==> src/rtl/elastic_mult_pkg.sv <==
package elastic_mult_pkg;

  // vectors remaining after l reduction levels of 3:2 rows
  function automatic int lvl_cnt(int n, int l);
    int c;
    c = n;
    for (int i = 0; i < l; i++) c = 2 * (c / 3) + c % 3;
    return c;
  endfunction

  function automatic int num_lvls(int n);
    int c, l;
    c = n;
    l = 0;
    while (c > 2) begin
      c = 2 * (c / 3) + c % 3;
      l++;
    end
    return l;
  endfunction

  // select stage widths inside a half: 2, 2, 3, 4, 5, ... clipped at the end
  function automatic int raw_w(int k);
    return (k == 0) ? 2 : k + 1;
  endfunction

  function automatic int stg_cnt(int hw);
    int off, k;
    off = 0;
    k = 0;
    while (off < hw) begin
      off += raw_w(k);
      k++;
    end
    return k;
  endfunction

  function automatic int stg_off(int hw, int k);
    int off;
    off = 0;
    for (int i = 0; i < k; i++) off += raw_w(i);
    return (off > hw) ? hw : off;
  endfunction

  function automatic int stg_w(int hw, int k);
    int rem;
    rem = hw - stg_off(hw, k);
    return (raw_w(k) < rem) ? raw_w(k) : rem;
  endfunction

endpackage

==> src/rtl/em_cells.sv <==
module em_fa (
  input  logic a_i,
  input  logic b_i,
  input  logic c_i,
  output logic s_o,
  output logic co_o
);
  assign s_o  = a_i ^ b_i ^ c_i;
  assign co_o = (a_i & b_i) | (a_i & c_i) | (b_i & c_i);
endmodule

module em_ha (
  input  logic a_i,
  input  logic b_i,
  output logic s_o,
  output logic co_o
);
  assign s_o  = a_i ^ b_i;
  assign co_o = a_i & b_i;
endmodule

==> src/rtl/em_csa_row.sv <==
// One 3:2 compressor row over a whole vector; the carry is shifted left and the top carry dropped.
module em_csa_row #(
  parameter int W = 32
) (
  input  logic [W-1:0] x_i,
  input  logic [W-1:0] y_i,
  input  logic [W-1:0] z_i,
  output logic [W-1:0] sum_o,
  output logic [W-1:0] cry_o
);
  assign cry_o[0] = 1'b0;
  for (genvar i = 0; i < W - 1; i++) begin : g_bit
    em_fa u_fa (
      .a_i (x_i[i]),
      .b_i (y_i[i]),
      .c_i (z_i[i]),
      .s_o (sum_o[i]),
      .co_o(cry_o[i+1])
    );
  end
  assign sum_o[W-1] = x_i[W-1] ^ y_i[W-1] ^ z_i[W-1];
endmodule

==> src/rtl/em_wallace.sv <==
module em_wallace
  import elastic_mult_pkg::*;
#(
  parameter int N = 16
) (
  input  logic [N-1:0]   a_i,
  input  logic [N-1:0]   b_i,
  output logic [2*N-1:0] vec0_o,
  output logic [2*N-1:0] vec1_o
);
  localparam int W      = 2 * N;
  localparam int LEVELS = num_lvls(N);

  for (genvar l = 0; l <= LEVELS; l++) begin : g_lv
    localparam int C = lvl_cnt(N, l);
    logic [W-1:0] v[C];
    if (l == 0) begin : g_pp
      for (genvar j = 0; j < N; j++) begin : g_row
        assign v[j] = b_i[j] ? ({{N{1'b0}}, a_i} << j) : '0;
      end
    end else begin : g_red
      localparam int P = lvl_cnt(N, l - 1);
      localparam int G = P / 3;
      for (genvar g = 0; g < G; g++) begin : g_grp
        em_csa_row #(.W(W)) u_row (
          .x_i  (g_lv[l-1].v[3*g]),
          .y_i  (g_lv[l-1].v[3*g+1]),
          .z_i  (g_lv[l-1].v[3*g+2]),
          .sum_o(v[2*g]),
          .cry_o(v[2*g+1])
        );
      end
      for (genvar r = 0; r < P % 3; r++) begin : g_pass
        assign v[2*G+r] = g_lv[l-1].v[3*G+r];
      end
    end
  end

  assign vec0_o = g_lv[LEVELS].v[0];
  assign vec1_o = g_lv[LEVELS].v[1];
endmodule

==> src/rtl/em_csel_half.sv <==
// Ripple block; bit 0 is a half adder when the assumed carry-in is 0.
module em_rca #(
  parameter int RW     = 4,
  parameter bit CIN_HI = 1'b0
) (
  input  logic [RW-1:0] a_i,
  input  logic [RW-1:0] b_i,
  output logic [RW-1:0] s_o,
  output logic          co_o
);
  logic [RW:1] cy;
  if (CIN_HI) begin : g_b0_fa
    em_fa u_b0 (.a_i(a_i[0]), .b_i(b_i[0]), .c_i(1'b1), .s_o(s_o[0]), .co_o(cy[1]));
  end else begin : g_b0_ha
    em_ha u_b0 (.a_i(a_i[0]), .b_i(b_i[0]), .s_o(s_o[0]), .co_o(cy[1]));
  end
  for (genvar i = 1; i < RW; i++) begin : g_bit
    em_fa u_fa (.a_i(a_i[i]), .b_i(b_i[i]), .c_i(cy[i]), .s_o(s_o[i]), .co_o(cy[i+1]));
  end
  assign co_o = cy[RW];
endmodule

module em_csel_half
  import elastic_mult_pkg::*;
#(
  parameter int HW = 16
) (
  input  logic [HW-1:0] a_i,
  input  logic [HW-1:0] b_i,
  input  logic          cin_i,
  output logic [HW-1:0] sum_o,
  output logic          cout_o
);
  localparam int NS = stg_cnt(HW);
  logic [NS:0] c;
  assign c[0] = cin_i;

  for (genvar k = 0; k < NS; k++) begin : g_stg
    localparam int OFF = stg_off(HW, k);
    localparam int SW  = stg_w(HW, k);
    logic [SW-1:0] s0, s1;
    logic          co0, co1;
    em_rca #(.RW(SW), .CIN_HI(1'b0)) u_lo (
      .a_i(a_i[OFF+:SW]), .b_i(b_i[OFF+:SW]), .s_o(s0), .co_o(co0));
    em_rca #(.RW(SW), .CIN_HI(1'b1)) u_hi (
      .a_i(a_i[OFF+:SW]), .b_i(b_i[OFF+:SW]), .s_o(s1), .co_o(co1));
    assign sum_o[OFF+:SW] = c[k] ? s1 : s0;
    assign c[k+1]         = c[k] ? co1 : co0;
  end
  assign cout_o = c[NS];
endmodule

==> src/rtl/em_predictor.sv <==
// Flags a long operation when every window position propagates; one state bit marks the stretch cycle.
module em_predictor #(
  parameter int W      = 32,
  parameter int WIN_LO = 14,
  parameter int WIN_W  = 5
) (
  input  logic         clk_i,
  input  logic         rst_ni,
  input  logic         op_i,
  input  logic [W-1:0] vec0_i,
  input  logic [W-1:0] vec1_i,
  output logic         wr_en_o,
  output logic         hold_o
);
  logic [WIN_W-1:0] prop;
  logic             long_op;
  logic             stretch_q;

  assign prop    = vec0_i[WIN_LO+:WIN_W] ^ vec1_i[WIN_LO+:WIN_W];
  assign long_op = &prop;
  assign hold_o  = op_i & ~stretch_q & long_op;
  assign wr_en_o = op_i & (stretch_q | ~long_op);

  always_ff @(posedge clk_i or negedge rst_ni) begin
    if (!rst_ni) stretch_q <= 1'b0;
    else         stretch_q <= hold_o;
  end
endmodule

==> src/rtl/elastic_mult.sv <==
module elastic_mult #(
  parameter int N      = 16,
  parameter int WIN_LO = 14,
  parameter int WIN_W  = 5
) (
  input  logic           clk_i,
  input  logic           rst_ni,
  input  logic           in_valid_i,
  output logic           in_ready_o,
  input  logic [N-1:0]   a_i,
  input  logic [N-1:0]   b_i,
  output logic           out_valid_o,
  output logic [2*N-1:0] prod_o
);
  localparam int W  = 2 * N;
  localparam int HW = W / 2;

  logic [N-1:0]  a_q, b_q;
  logic          op_q;
  logic [W-1:0]  prod_q;
  logic          out_valid_q;
  logic [W-1:0]  vec0, vec1, vma_sum;
  logic          mid_c, unused_vma_co;
  logic          wr_en, hold, cap;

  em_wallace #(.N(N)) u_tree (
    .a_i(a_q), .b_i(b_q), .vec0_o(vec0), .vec1_o(vec1));

  em_csel_half #(.HW(HW)) u_vma_lo (
    .a_i(vec0[HW-1:0]), .b_i(vec1[HW-1:0]), .cin_i(1'b0),
    .sum_o(vma_sum[HW-1:0]), .cout_o(mid_c));
  em_csel_half #(.HW(W - HW)) u_vma_hi (
    .a_i(vec0[W-1:HW]), .b_i(vec1[W-1:HW]), .cin_i(mid_c),
    .sum_o(vma_sum[W-1:HW]), .cout_o(unused_vma_co));

  em_predictor #(.W(W), .WIN_LO(WIN_LO), .WIN_W(WIN_W)) u_pred (
    .clk_i, .rst_ni, .op_i(op_q), .vec0_i(vec0), .vec1_i(vec1),
    .wr_en_o(wr_en), .hold_o(hold));

  assign in_ready_o = ~hold;
  assign cap        = in_valid_i & in_ready_o;

  always_ff @(posedge clk_i or negedge rst_ni) begin
    if (!rst_ni) begin
      a_q         <= '0;
      b_q         <= '0;
      op_q        <= 1'b0;
      prod_q      <= '0;
      out_valid_q <= 1'b0;
    end else begin
      out_valid_q <= wr_en;
      op_q        <= cap | (op_q & ~wr_en);
      if (wr_en) prod_q <= vma_sum;
      if (cap) begin
        a_q <= a_i;
        b_q <= b_i;
      end
    end
  end

  assign out_valid_o = out_valid_q;
  assign prod_o      = prod_q;
endmodule

==> config.mk <==
export PLATFORM = sky130hd
export DESIGN_NAME = elastic_mult
export DESIGN_NICKNAME = d
export VERILOG_FILES = /design/src/rtl/elastic_mult_pkg.sv /design/src/rtl/em_cells.sv /design/src/rtl/em_csa_row.sv /design/src/rtl/em_wallace.sv /design/src/rtl/em_csel_half.sv /design/src/rtl/em_predictor.sv /design/src/rtl/elastic_mult.sv
export SDC_FILE = /design/constraint.sdc
export NUM_CORES = 1
export LEC_CHECK = 0
export ABC_AREA = 1
export BUFFER_PORTS_ARGS = -buffer_cell sky130_fd_sc_hd__buf_2
export CORE_MARGIN = 2
export CORE_UTILIZATION = 40
export DETAILED_ROUTE_END_ITERATION = 6
export PLACE_DENSITY_LB_ADDON = 0.1
export SETUP_SLACK_MARGIN = 0.5
export SLEW_MARGIN = 20
export SYNTH_ARGS = -nofsm -noshare
export SYNTH_HDL_FRONTEND = slang
export SYNTH_HIERARCHICAL = 1
export SYNTH_SLANG_ARGS = --single-unit
==> constraint.sdc <==
create_clock -name clk_i -period 9.47 [get_ports clk_i]
set_clock_uncertainty 0.15 [all_clocks]
set_input_delay 1.894 -clock clk_i [delete_from_list [all_inputs] [get_ports clk_i]]
set_output_delay 1.894 -clock clk_i [all_outputs]
set_load 0.005 [all_outputs]
# After elaboration in Yosys (flattened, before gate mapping)

Index checks and enable logic that the tools add are counted.

Register bits after elaboration: 67
Bits of input ports: 35
Output and inout port bits: 34
Logic and storage cells: 3328

Reductions and logical operators: 1
Muxes and demuxes: 31
Bitwise operators: 3290

Operators with widths:

| cell                   | number |
|---|---|
| $and A1 B1 Y1          | 1256 |
| $or A1 B1 Y1           | 940 |
| $xor A1 B1 Y1          | 860 |
| $and A1 B1 Y1 const AB | 110 |
| $xor A1 B1 Y1 const AB | 45 |
| $xor A1 B1 Y1 const B  | 41 |
| $mux W31               | 1 |
| $mux W30               | 1 |
| $mux W29               | 1 |
| $mux W28               | 1 |
| $mux W27               | 1 |
| $mux W26               | 1 |
| $mux W25               | 1 |
| $mux W24               | 1 |
| $mux W23               | 1 |
| $mux W22               | 1 |
| $mux W21               | 1 |
| $and A1 B1 Y1 const A  | 20 |
| $mux W20               | 1 |
| $mux W19               | 1 |
| $mux W18               | 1 |
| $mux W17               | 1 |
| $mux W16               | 1 |
| $not A1 Y1             | 12 |
| other kinds (8)        | 22 |

# Depth between registers and ports, before layout

Depth in word-level cells: 40
Gate-level depth with buffers: 35
Gate-level depth less buffers: 35

# Modules after synthesis

The synthesis kept the hierarchy.

By module, submodules not included:

| module                               | cells an instance | area each (um^2) | seq. area each (um^2) | instances |
|---|---|---|---|---|
| em_fa                                | 1                 | 20.0             | 0.0                   | 488 |
| elastic_mult                         | 280               | 2706.3           | 1651.6                | 1 |
| em_wallace                           | 577               | 2637.5           | 0.0                   | 1 |
| em_csel_half                         | 66                | 504.2            | 0.0                   | 2 |
| em_csa_row                           | 11                | 46.3             | 0.0                   | 14 |
| em_ha                                | 1                 | 12.5             | 0.0                   | 10 |
| em_predictor                         | 22                | 123.9            | 25.0                  | 1 |
| em_rca at u_vma_hi.g_stg[0].u_hi ... | 1                 | 3.8              | 0.0                   | 10 |

# Worst setup path after synthesis

No wires, ideal clock.

Path type: reg2reg
Start point: register b_q[0]
End point: register prod_q[20] (netlist: prod_o[20])
Path buffers: 2
Library setup time: 0.119 ns
Cell stages (with the launch flop): 26
Period minus slack after synthesis: 7.049 ns
Path slack: 2.421 ns
Required time: 9.201 ns
Arrival: 6.780 ns
Cells stage by stage: dfrtp_1 > buf_6 > buf_6 > nand2_1 > inv_1 > fa_1 > fa_1 > fa_1 > fa_1 > fa_1 > fa_1 > fa_1 > fa_1 > fa_1 > fa_1 > fa_1 > nand3_1 > nand2_1 > inv_2 > nand2_4 > nand2_4 > nand2_8 > nand2_4 > mux2_4 > nand2_1 > o21ai_2

RTL lines:

| item                   | RTL line           | RTL |
|---|---|---|
| start, declared        | elastic_mult.sv:18 | `logic [N-1:0] a_q, b_q;` |
| start signal, assigned | elastic_mult.sv:56 | `b_q <= b_i;` |
| end signal, assigned   | elastic_mult.sv:53 | `if (wr_en) prod_q <= vma_sum;` |
| end, declared          | elastic_mult.sv:20 | `logic [W-1:0] prod_q;` |

==> results_dict.tcl <==
set metrics [dict create \
    status "finished clean" \
    cts_tree "built" \
    start_kind "flip-flop" \
    dieWidth_um 210 \
    path_class "reg2out" \
    grt_overflow 0 \
    post_cts_buffers 0 \
    holdPathStages 2 \
    core_area_um2 42000 \
    crit_path_max_fanout 34 \
    drive_gt1_share_pct 9.74 \
    seqCellArea_um2 1680 \
    clk_pin_slew_worst_paths_ns 0.07 \
    multi_input_area_um2 14200 \
    num_io_pins 69 \
    hpwlAfterDp_um 32200 \
    worst_setup_path_end_kind "output port" \
    holdCritPathClass "reg2reg" \
    htree_levels 3 \
    slew_violations 0 \
    ctsResizeCount 0 \
    fin_crit_ns 7.91 \
    drv_cap 0 \
    fin_nets 2469 \
    firstDrtPassIters 5 \
    maxSlewHeadroom_pct 33.3 \
    viasPerCell 4.33 \
    grtUsageTotal_pct 19.3 \
    synthCells 1670 \
    wire_per_inst_um 15.4 \
    dieArea_um2 44300 \
    cts_sinks 67 \
    ys_warn_count 6 \
    drtIter0Drc 470 \
    clk-insertion-delay-late_ns 0.36 \
    gp_congestion 0.793 \
    num_vias 10700 \
    post-route-period-util_pct 83.5 \
    wl_um 38200 \
    worstPathArrival_ns 5.87 \
    setup_viol 0 \
    rsz0062_at_grt "false" \
    start_util_pct 40.5 \
    num_antenna_cells 0 \
    die_h_um 210 \
    route.antenna.remaining_nets 0 \
    fmax_mhz 126 \
    grt_pass1_vias 12300 \
    antenna_found_initial 0 \
    grt_max_degree 68 \
    root_buffer "clkbuf_16" \
    cts_buffer_depth 2 \
    netlist_area_um2 17000 \
    fin_tns_setup_ns 0 \
    core.rowCount 75 \
    syn_avg_cell_area_um2 10.2 \
    cts_hold_buffers 0 \
    hold_viol_final 0 \
    tightest_slew_ns 1.00 \
    area_delta_synth_final_pct 9.04 \
    worst-r2r-cell-count 23 \
    critPathRequiredTime_ns 7.43 \
    fillers 4129 \
    grt_pass1_wl_um 65800 \
    drc_errors 0 \
    io_buffer_count 68 \
    numCtsBuffers 9 \
]
==> layer usage <==
metal,up-vias,part of all wire [%],GRT usage (%)
met4,0,0.86,2.77
met3,20,2.5,2.00
met2,145,54,35.4
met5,-,0,0
met1,5613,43,25.3
li1,4955,-,-
==> layout by cell type (no fill, tap or decap) <==
cell          n
mux2_4        6
buf_4         6
nand3_2       5
inv_4         1
o21ai_1       8
ha_1         10
inv_1       337
clkinvlp_4    1
a21oi_4       1
inv_2        12
bufinv_16     1
nand3_4      14
nand2_2      30
buf_2        67
o21ai_2      10
dfrtp_1      67
nand2_4       7
nand2_1     434
clkinv_2      2
nand3b_4      4
conb_1      301
nand3_1      84
nor2_1        6
mux2_2        4
xnor2_1       2
o21ai_0      15
clkbuf_8      1
clkbuf_16     9
clkinv_4      2
buf_16        2
nand2_8       3
nor2_2        1
fa_1        488
==> per-stage QoR <==
stage | std cells | utilization [%] | setup WS, ns | hold WS (ns) | instance area, um^2
final | 2480 | 44.2 | 1.56 | 0.364 | 18600
after global routing | 2480 | 44.2 | 1.21 | 0.389 | 18600
after CTS | 2479 | 44.1 | 1.51 | 0.368 | 18600
after detailed placement | 2463 | 43.4 | 1.73 | 0.351 | 18300
after floorplan | 1945 | - | 2.42 | 0.293 | 18100
after global placement | 2462 | 43.3 | 1.83 | 0.344 | 18200
==> flip-flops by register name, indices dropped and copies added, names as in the netlist <==
| signal | flops |
|---|---|
| prod_o | 32 |
| b_q | 16 |
| a_q | 16 |
| u_pred/stretch_q | 1 |
| out_valid_o | 1 |
| op_q | 1 |
==> area by class of cell <==
class / count / share of cell area [%]
Clock buffer: 10 / 1.29
Clock inverter: 6 / 0.350
Inverter: 350 / 7.08
Multi-Input combinational cell: 1433 / 76.3
Sequential cell: 67 / 9.02
Tap cell: 539 / 3.63
Timing Repair Buffer: 75 / 2.34
==> worst paths after layout <==
kind	from	end	slack (ns)
min in group asynchronous	rst_ni	prod_o[3]	1.28
max	b_q[10]	in_ready_o	1.56
max reg2reg	a_q[9]	prod_o[31]	1.75
max in group asynchronous	rst_ni	prod_o[13]	7.30
min	prod_o[15]	prod_o[15]	0.36
min reg2reg	prod_o[15]	prod_o[15]	0.36
==> worst max-delay path, cell delays in order, from the launching register on <==
cell     delay, ns
dfrtp_1       0.91
nand2_1       0.12
inv_1         0.11
fa_1          0.46
fa_1          0.52
fa_1          0.55
fa_1          0.45
fa_1          0.53
fa_1          0.70
inv_1         0.07
nand2_1       0.10
nand3_2       0.08
nor2_2        0.18
nand2_1       0.07
nor2_1        0.21
inv_4         0.21
buf_2         0.20
Power is not shown: default switching activity piles up to over one toggle a cycle in this logic, so the estimate is an artifact.
